## src/rtl/irq_hub_pkg.sv

```systemverilog
package irq_hub_pkg;
  localparam int unsigned PRIO_SPAN    = 32'h1000;
  localparam int unsigned EN_BASE      = 32'h2000;
  localparam int unsigned EN_STRIDE    = 32'h80;
  localparam int unsigned CX_BASE      = 32'h200000;
  localparam int unsigned CX_STRIDE    = 32'h1000;
  localparam int unsigned CX_THR_OFF   = 32'h0;
  localparam int unsigned CX_CLAIM_OFF = 32'h4;

  typedef enum logic [2:0] {
    REG_NONE,
    REG_PRIO,
    REG_EN,
    REG_THR,
    REG_CLAIM
  } reg_kind_e;
endpackage

```

## src/rtl/irq_hub_gate.sv

```systemverilog
module irq_hub_gate #(
  parameter int NUM_SRC = 31
) (
  input  logic             clk_i,
  input  logic             rst_ni,
  input  logic [NUM_SRC:1] src_i,
  input  logic [NUM_SRC:1] claim_i,
  input  logic [NUM_SRC:1] done_i,
  output logic [NUM_SRC:1] pend_o
);
  logic [NUM_SRC:1] pend_q;
  logic [NUM_SRC:1] busy_q;

  for (genvar s = 1; s <= NUM_SRC; s++) begin : g_src
    always_ff @(posedge clk_i or negedge rst_ni) begin
      if (!rst_ni) begin
        pend_q[s] <= 1'b0;
        busy_q[s] <= 1'b0;
      end else if (claim_i[s]) begin
        pend_q[s] <= 1'b0;
        busy_q[s] <= 1'b1;
      end else if (done_i[s] && busy_q[s]) begin
        busy_q[s] <= 1'b0;
      end else if (src_i[s] && !busy_q[s] && !pend_q[s]) begin
        pend_q[s] <= 1'b1;
      end
    end

    assert_claim_pending_R6: assert property (@(posedge clk_i) disable iff (!rst_ni)
      claim_i[s] |-> pend_q[s]);
    assert_pend_busy_excl_R7: assert property (@(posedge clk_i) disable iff (!rst_ni)
      !(pend_q[s] && busy_q[s]));
    assert_hold_in_service_R7: assert property (@(posedge clk_i) disable iff (!rst_ni)
      (busy_q[s] && !done_i[s]) |=> !pend_q[s]);
    assert_pend_latched_R10: assert property (@(posedge clk_i) disable iff (!rst_ni)
      (pend_q[s] && !claim_i[s]) |=> pend_q[s]);
  end

  assign pend_o = pend_q;
endmodule

```

## src/rtl/irq_hub_arb.sv

```systemverilog
module irq_hub_arb #(
  parameter int NUM_SRC = 31,
  parameter int PRIO_W  = 3,
  parameter int ID_W    = 5
) (
  input  logic [NUM_SRC:1]             pend_i,
  input  logic [NUM_SRC:1]             en_i,
  input  logic [NUM_SRC:1][PRIO_W-1:0] prio_i,
  input  logic [PRIO_W-1:0]            thr_i,
  output logic [ID_W-1:0]              id_o
);
  logic [PRIO_W-1:0] best_p;

  // ascending scan with strict compare: ties keep the lower ID
  always_comb begin
    best_p = thr_i;
    id_o   = '0;
    for (int s = 1; s <= NUM_SRC; s++) begin
      if (pend_i[s] && en_i[s] && (prio_i[s] > best_p)) begin
        best_p = prio_i[s];
        id_o   = ID_W'(s);
      end
    end
  end
endmodule

```

## src/rtl/irq_hub.sv

```systemverilog
module irq_hub
  import irq_hub_pkg::*;
#(
  parameter int NUM_SRC = 31,
  parameter int NUM_CTX = 2,
  parameter int PRIO_W  = 3,
  parameter int ADDR_W  = 24
) (
  input  logic               clk_i,
  input  logic               rst_ni,
  input  logic [NUM_SRC:1]   src_i,
  input  logic [ADDR_W-1:0]  addr_i,
  input  logic               we_i,
  input  logic [31:0]        wdata_i,
  input  logic               re_i,
  output logic [31:0]        rdata_o,
  output logic [NUM_CTX-1:0] irq_o
);
  localparam int ID_W     = $clog2(NUM_SRC + 1);
  localparam int EN_WORDS = (NUM_SRC + 32) / 32;
  localparam int EN_BITS  = EN_WORDS * 32;
  localparam int EW_W     = (EN_WORDS > 1) ? $clog2(EN_WORDS) : 1;
  localparam int CTX_W    = (NUM_CTX > 1) ? $clog2(NUM_CTX) : 1;

  function automatic logic [EN_BITS-1:0] en_mask_f();
    logic [EN_BITS-1:0] m;
    for (int i = 0; i < EN_BITS; i++) m[i] = (i >= 1) && (i <= NUM_SRC);
    return m;
  endfunction
  localparam logic [EN_BITS-1:0] EN_MASK = en_mask_f();

  logic [NUM_SRC:1][PRIO_W-1:0]      prio_q;
  logic [NUM_CTX-1:0][EN_BITS-1:0]   en_q;
  logic [NUM_CTX-1:0][PRIO_W-1:0]    thr_q;
  logic [NUM_CTX-1:0][ID_W-1:0]      win_id;
  logic [NUM_SRC:1]                  pend;
  logic [NUM_SRC:1]                  claim_v;
  logic [NUM_SRC:1]                  done_v;

  reg_kind_e         kind;
  logic [CTX_W-1:0]  sel_ctx;
  logic [EW_W-1:0]   sel_word;
  logic [ID_W-1:0]   sel_src;
  logic [31:0]       a, off_en, off_cx;

  assign a      = 32'(addr_i);
  assign off_en = a - EN_BASE;
  assign off_cx = a - CX_BASE;

  always_comb begin
    kind     = REG_NONE;
    sel_ctx  = '0;
    sel_word = '0;
    sel_src  = '0;
    if (a[1:0] == 2'b00) begin
      if (a < PRIO_SPAN) begin
        if (32'(a[11:2]) >= 32'd1 && 32'(a[11:2]) <= 32'(NUM_SRC)) begin
          kind    = REG_PRIO;
          sel_src = a[2 +: ID_W];
        end
      end else if (a >= EN_BASE && a < EN_BASE + EN_STRIDE * 32'(NUM_CTX)) begin
        sel_ctx = off_en[7 +: CTX_W];
        if (32'(off_en[6:2]) < 32'(EN_WORDS)) begin
          kind     = REG_EN;
          sel_word = off_en[2 +: EW_W];
        end
      end else if (a >= CX_BASE && a < CX_BASE + CX_STRIDE * 32'(NUM_CTX)) begin
        sel_ctx = off_cx[12 +: CTX_W];
        if (off_cx[11:0] == 12'(CX_THR_OFF))        kind = REG_THR;
        else if (off_cx[11:0] == 12'(CX_CLAIM_OFF)) kind = REG_CLAIM;
      end
    end
  end

  always_ff @(posedge clk_i or negedge rst_ni) begin
    if (!rst_ni) begin
      prio_q <= '0;
      en_q   <= '0;
      thr_q  <= '0;
    end else if (we_i) begin
      case (kind)
        REG_PRIO: prio_q[sel_src] <= wdata_i[PRIO_W-1:0];
        REG_EN:   en_q[sel_ctx][{sel_word, 5'b0} +: 32] <= wdata_i & EN_MASK[{sel_word, 5'b0} +: 32];
        REG_THR:  thr_q[sel_ctx] <= wdata_i[PRIO_W-1:0];
        default: ;
      endcase
    end
  end

  always_comb begin
    rdata_o = '0;
    if (re_i) begin
      case (kind)
        REG_PRIO:  rdata_o[PRIO_W-1:0] = prio_q[sel_src];
        REG_EN:    rdata_o = en_q[sel_ctx][{sel_word, 5'b0} +: 32];
        REG_THR:   rdata_o[PRIO_W-1:0] = thr_q[sel_ctx];
        REG_CLAIM: rdata_o[ID_W-1:0] = win_id[sel_ctx];
        default: ;
      endcase
    end
  end

  for (genvar s = 1; s <= NUM_SRC; s++) begin : g_hs
    assign claim_v[s] = re_i && (kind == REG_CLAIM) && (win_id[sel_ctx] == ID_W'(s));
    assign done_v[s]  = we_i && (kind == REG_CLAIM) && (wdata_i == 32'(s));
  end

  irq_hub_gate #(.NUM_SRC(NUM_SRC)) u_gate (
    .clk_i  (clk_i),
    .rst_ni (rst_ni),
    .src_i  (src_i),
    .claim_i(claim_v),
    .done_i (done_v),
    .pend_o (pend)
  );

  for (genvar c = 0; c < NUM_CTX; c++) begin : g_ctx
    irq_hub_arb #(.NUM_SRC(NUM_SRC), .PRIO_W(PRIO_W), .ID_W(ID_W)) u_arb (
      .pend_i(pend),
      .en_i  (en_q[c][NUM_SRC:1]),
      .prio_i(prio_q),
      .thr_i (thr_q[c]),
      .id_o  (win_id[c])
    );
    assign irq_o[c] = (win_id[c] != '0);

    assert_winner_qualifies_R5: assert property (@(posedge clk_i) disable iff (!rst_ni)
      (win_id[c] != '0) |-> (pend[win_id[c]] && en_q[c][win_id[c]]
                             && (prio_q[win_id[c]] > thr_q[c])));
  end

  assert_claim_onehot_R6: assert property (@(posedge clk_i) disable iff (!rst_ni)
    $onehot0(claim_v));
endmodule

```

## config.mk

```make
export PLATFORM = sky130hd
export DESIGN_NAME = irq_hub
export DESIGN_NICKNAME = d
export VERILOG_FILES = /design/src/rtl/irq_hub_pkg.sv /design/src/rtl/irq_hub_gate.sv /design/src/rtl/irq_hub_arb.sv /design/src/rtl/irq_hub.sv
export SDC_FILE = /design/constraint.sdc
export NUM_CORES = 1
export LEC_CHECK = 0
export ABC_CLOCK_PERIOD_IN_PS = 56400
export CAP_MARGIN = 20
export CORE_MARGIN = 1.5
export CORE_UTILIZATION = 35
export CTS_CLUSTER_DIAMETER = 80
export DETAILED_ROUTE_END_ITERATION = 16
export MAX_ROUTING_LAYER = met4
export PLACE_DENSITY_LB_ADDON = 0.15
export SYNTH_ARGS = -nofsm -noshare
export SYNTH_HDL_FRONTEND = slang
export SYNTH_SLANG_ARGS = --single-unit
```

## constraint.sdc

```tcl
create_clock -name clk_i -period 56.4 [get_ports clk_i]
set_clock_uncertainty 0.15 [all_clocks]
set_input_delay 14.1 -clock clk_i [delete_from_list [all_inputs] [get_ports clk_i]]
set_output_delay 14.1 -clock clk_i [all_outputs]
set_load 0.02 [all_outputs]
```

==> results by group <==
Floorplanning
  – Die ar.: 0.0559 sq mm
  – Rows: 85
  – Die Span Y: 236 microns
  – Die X: around 240 microns
  – Core Box Area: 0.0538 sq mm
  – Initial core utilization: 35.4%
  – # IOs: 125

Clocking
  – Root Buffer: clkbuf_16
  – Clk_lat worst skew: 560 ps
  – Cts bufs inserted: 34
  – Maximum root-to-sink buffer count: 3
  – H-tree levels: 2
  – Clock Pin Slew Worst Setup and Hold Paths: 60 ps
  – Sink Count: 223
  – CTS tree: done

Yosys
  – Most used flip-flop cell after synthesis: dfrtp_1
  – Cell count after synthesis: 2392
  – Post-synth EDFFs: 0
  – Mapped cell area: about 0.019 sq mm
  – Top cells by area, synth: dfrtp_1 (29%), mux2_2 (8.4%), nand2_1 (6.2%), o21ai_0 (4.9%), ha_1 (4.9%)
  – Synth warn: 0
  – Syn avg cell area: around 8.0 sq um
  – Syn_nets: 2557
  – Yosys top cell by area: dfrtp_1
  – Netlist cell types: 110
  – Yosys top cell area share: 29.3%
  – Seq cells post-synth: 223
  – Register area share after synthesis: 29.3%
  – Async S/R FF share, synth: 100%

Finish
  – Final nets: about 2800
  – Multi-input logic area: 0.0135 sq mm
  – Most frequent cells in the layout: nand2_1 (306), dfrtp_1 (222), nor2_1 (175)
  – Reg area: 0.00558 sq mm
  – Fillers: 5473
  – Synthesis-to-finish area growth: 24.9%
  – Post-route cell area: 0.0238 sq mm
  – Layout cells sized above 1: 22.0%
  – Commonest non-fill, non-tap cell in the layout: nand2_1
  – Layout Cells excl Fill: roughly 3300

Min path
  – Hold Crit Class: reg -> reg
  – WHS Endpoint: u_gate.busy_q[3]
  – Hold_sp: u_gate.busy_q[3]
  – Hold Path Depth: 2

Setup path
  – Worst r2r path cells: 213
  – Reg-to-reg endpoint: u_gate.pend_o[10]
  – CP max stage cell: dfrtp_2
  – Crit path arrival time: 40440 ps
  – Launching point of the worst reg2reg path: prio_q[0]
  – Most frequent CP cell: ha_1
  – Maximum fanout along the worst path: 7
  – CP peak stage delay: roughly 440 ps
  – Crit start category: flip-flop
  – Critical path class: reg -> out
  – Reg2Reg Setup Slack: ~16000 ps
  – CP Capture Type: primary output
  – WP data required: 42150 ps
  – Delay-heaviest family, CP: adder cells
  – CP bufs+invs: 11

Power
  – Part of the power in registers: 41.2%
  – Lkg Pwr: a little over 10 nW
  – Clock Power Share: 54.4%
  – Logic gate share of total power: 4.5%
  – Net Sw Frac: 25.0%
  – PwrDens: 16.3 mW/mm^2
  – Int Power: 0.000292 W
  – Power Total: 0.000389 W
  – Switching pwr: 0.0000972 W
  – Worst vdd rail ir drop: 0.0181 mV

Place
  – Place WS: -661 ps
  – DP HPWL: between 60 and 70 mm
  – Area post-placement: 0.0214 sq mm
  – RePlAce Congestion: around 1
  – IO Port Bufs: 124
  – Dpl cells: around 3200

STA
  – Tmin final: 54690 ps
  – Fmax: 0.0183 GHz
  – Period utilization: a little over nine tenths
  – Setup violations, final: 0
  – Max-slew violations: 0
  – Final WS setup: between 1500 and 2000 ps
  – Worst Tran Pin Value: 1050 ps
  – Number of hold violations in the final report: 0
  – Rel. slew slack: 29.2%

Status
  – Run status: finished, final reports clean

Routing
  – Initial DRC count: 1667
  – Via density: between 6 and 7
  – Initial DRT Pass Iterations: 5
  – Remaining DRCs: 0
  – Detail Route Antenna Nets: 0
  – Final wirelength: 81.3 mm
  – Drt wl/cell: 24.5 microns
  – Via count: 20300

GRT
  – Vias in the first global route: 19200
  – Gr usage total: roughly 30%
  – Initial antenna violation count: 3
  – First-pass GRT wire length: about 120 mm
  – Global-route congestion overflow total: 0
  – Largest net degree at the start of global routing: 93

Run
  – Max Cap Viol: 0
[routing by layer]
metal,GRT usage [%],vias up,share of wire (%)
li1,-,9322,-
met1,38.3,10100,44
met2,45.7,679,45
met3,3.59,164,5.6
met4,11.0,0,4.5
met5,-,-,0
[power by group through the flow]
| stage | Clock, W | Sequential (W) | Combinational, W |
|---|---|---|---|
| final | 0.000212 | 0.000160 | 0.0000174 |
| after global routing | 0.000221 | 0.000160 | 0.0000183 |
| after CTS | 0.000215 | 0.000160 | 0.0000174 |
| after detailed placement | 0 | 0.000163 | 0.0000174 |
| after global placement | 0 | 0.000163 | 0.0000173 |
| after floorplan | 0 | 0.000163 | 0.00000255 |
[state kept, by name, indices dropped and copies added, names as in the netlist]
| signal | count |
|---|---|
| u_gate.pend_o | 31 |
| thr_q | 6 |
| u_gate.busy_q | 31 |
| en_q | 62 |
| prio_q | 93 |
[how the worst max path moves through the flow]
| stage | from | to | slack (ps) | cells after the start |
|---|---|---|---|---|
| 4_1_cts | thr_q[2] | rdata_o[1] | 30 | 218 |
| 6_report | prio_q[1] | rdata_o[2] | 1710 | 195 |
| 3_3_place_gp | prio_q[0] | rdata_o[1] | 230 | 216 |
| 5_1_grt | prio_q[1] | rdata_o[2] | -300 | 198 |
| 2_1_floorplan | thr_q[2] | rdata_o[1] | 2900 | 209 |
| 3_5_place_dp | prio_q[1] | rdata_o[3] | -660 | 195 |
[cell type report]
type / instances / share of cell area, %
Tap cell: 696 / 3.66
Antenna cell: 3 / 0.0315
Multi-Input combinational cell: 1964 / 56.8
Sequential cell: 223 / 23.4
Timing Repair Buffer: 267 / 9.73
Clock inverter: 16 / 0.630
Inverter: 108 / 1.70
Clock buffer: 45 / 4.00
[stage by stage]
stage | hold slack [ps] | setup TNS (ps) | utilization (%)
after floorplan | 321 | 0 | -
after global placement | 340 | 0 | 39.7
after detailed placement | 352 | -3150 | 39.7
after CTS | 365 | 0 | 42.1
after global routing | 397 | -1400 | 44.3
final | 363 | 0 | 44.3
[what timing repair did]
| action | in CTS | in global routing |
|---|---|---|
| pin swaps | 8 | 90 |
| hold buffers | 0 | 0 |
| setup endpoints to repair | 7 | 7 |
| buffers inserted | 7 | 61 |
| resized for setup | 27 | 206 |
[tightest hold or removal path: stages (launching register included)]
cell,delay [ps]
dfrtp_1,330
o21ai_0,70
o21ai_1,70
[synthesized netlist by cell type, drive strengths merged, types with 9 or more instances]
master and instances:
nand2 315, dfrtp 223, o21ai 216, nor2 204
a21oi 180, mux2 143, inv 108, nand3 103
clkbuf 75, ha 74, a31oi 58, and2 52
and3 45, maj3 43, nor3 37, o211ai 28
o31ai 28, nor2b 26, o21a 26, a211oi 24
or2 24, o22ai 23, buf 22, o211a 22
a21o 21, nand4 21, a21boi 18, nor4 18
o221ai 18, o22a 18, mux2i 14, a22oi 13
a221oi 11, nand2b 11, or3 11, a311oi 9
[cell families (layout without fill, tap and decap cells)]
family | after synthesis | in the layout | synth area share (%)
muxes | 157 | 157 | 9.26
DFF | 223 | 223 | 29.3
other | 0 | 3 | 0
AOI/OAI and AO/OA | 791 | 791 | 27.7
and+or+nand+nor | 899 | 899 | 22.4
adders and majority gates | 117 | 117 | 7.13
buffers and inverters | 205 | 436 | 4.24
(Power assumes the default switching activity.)
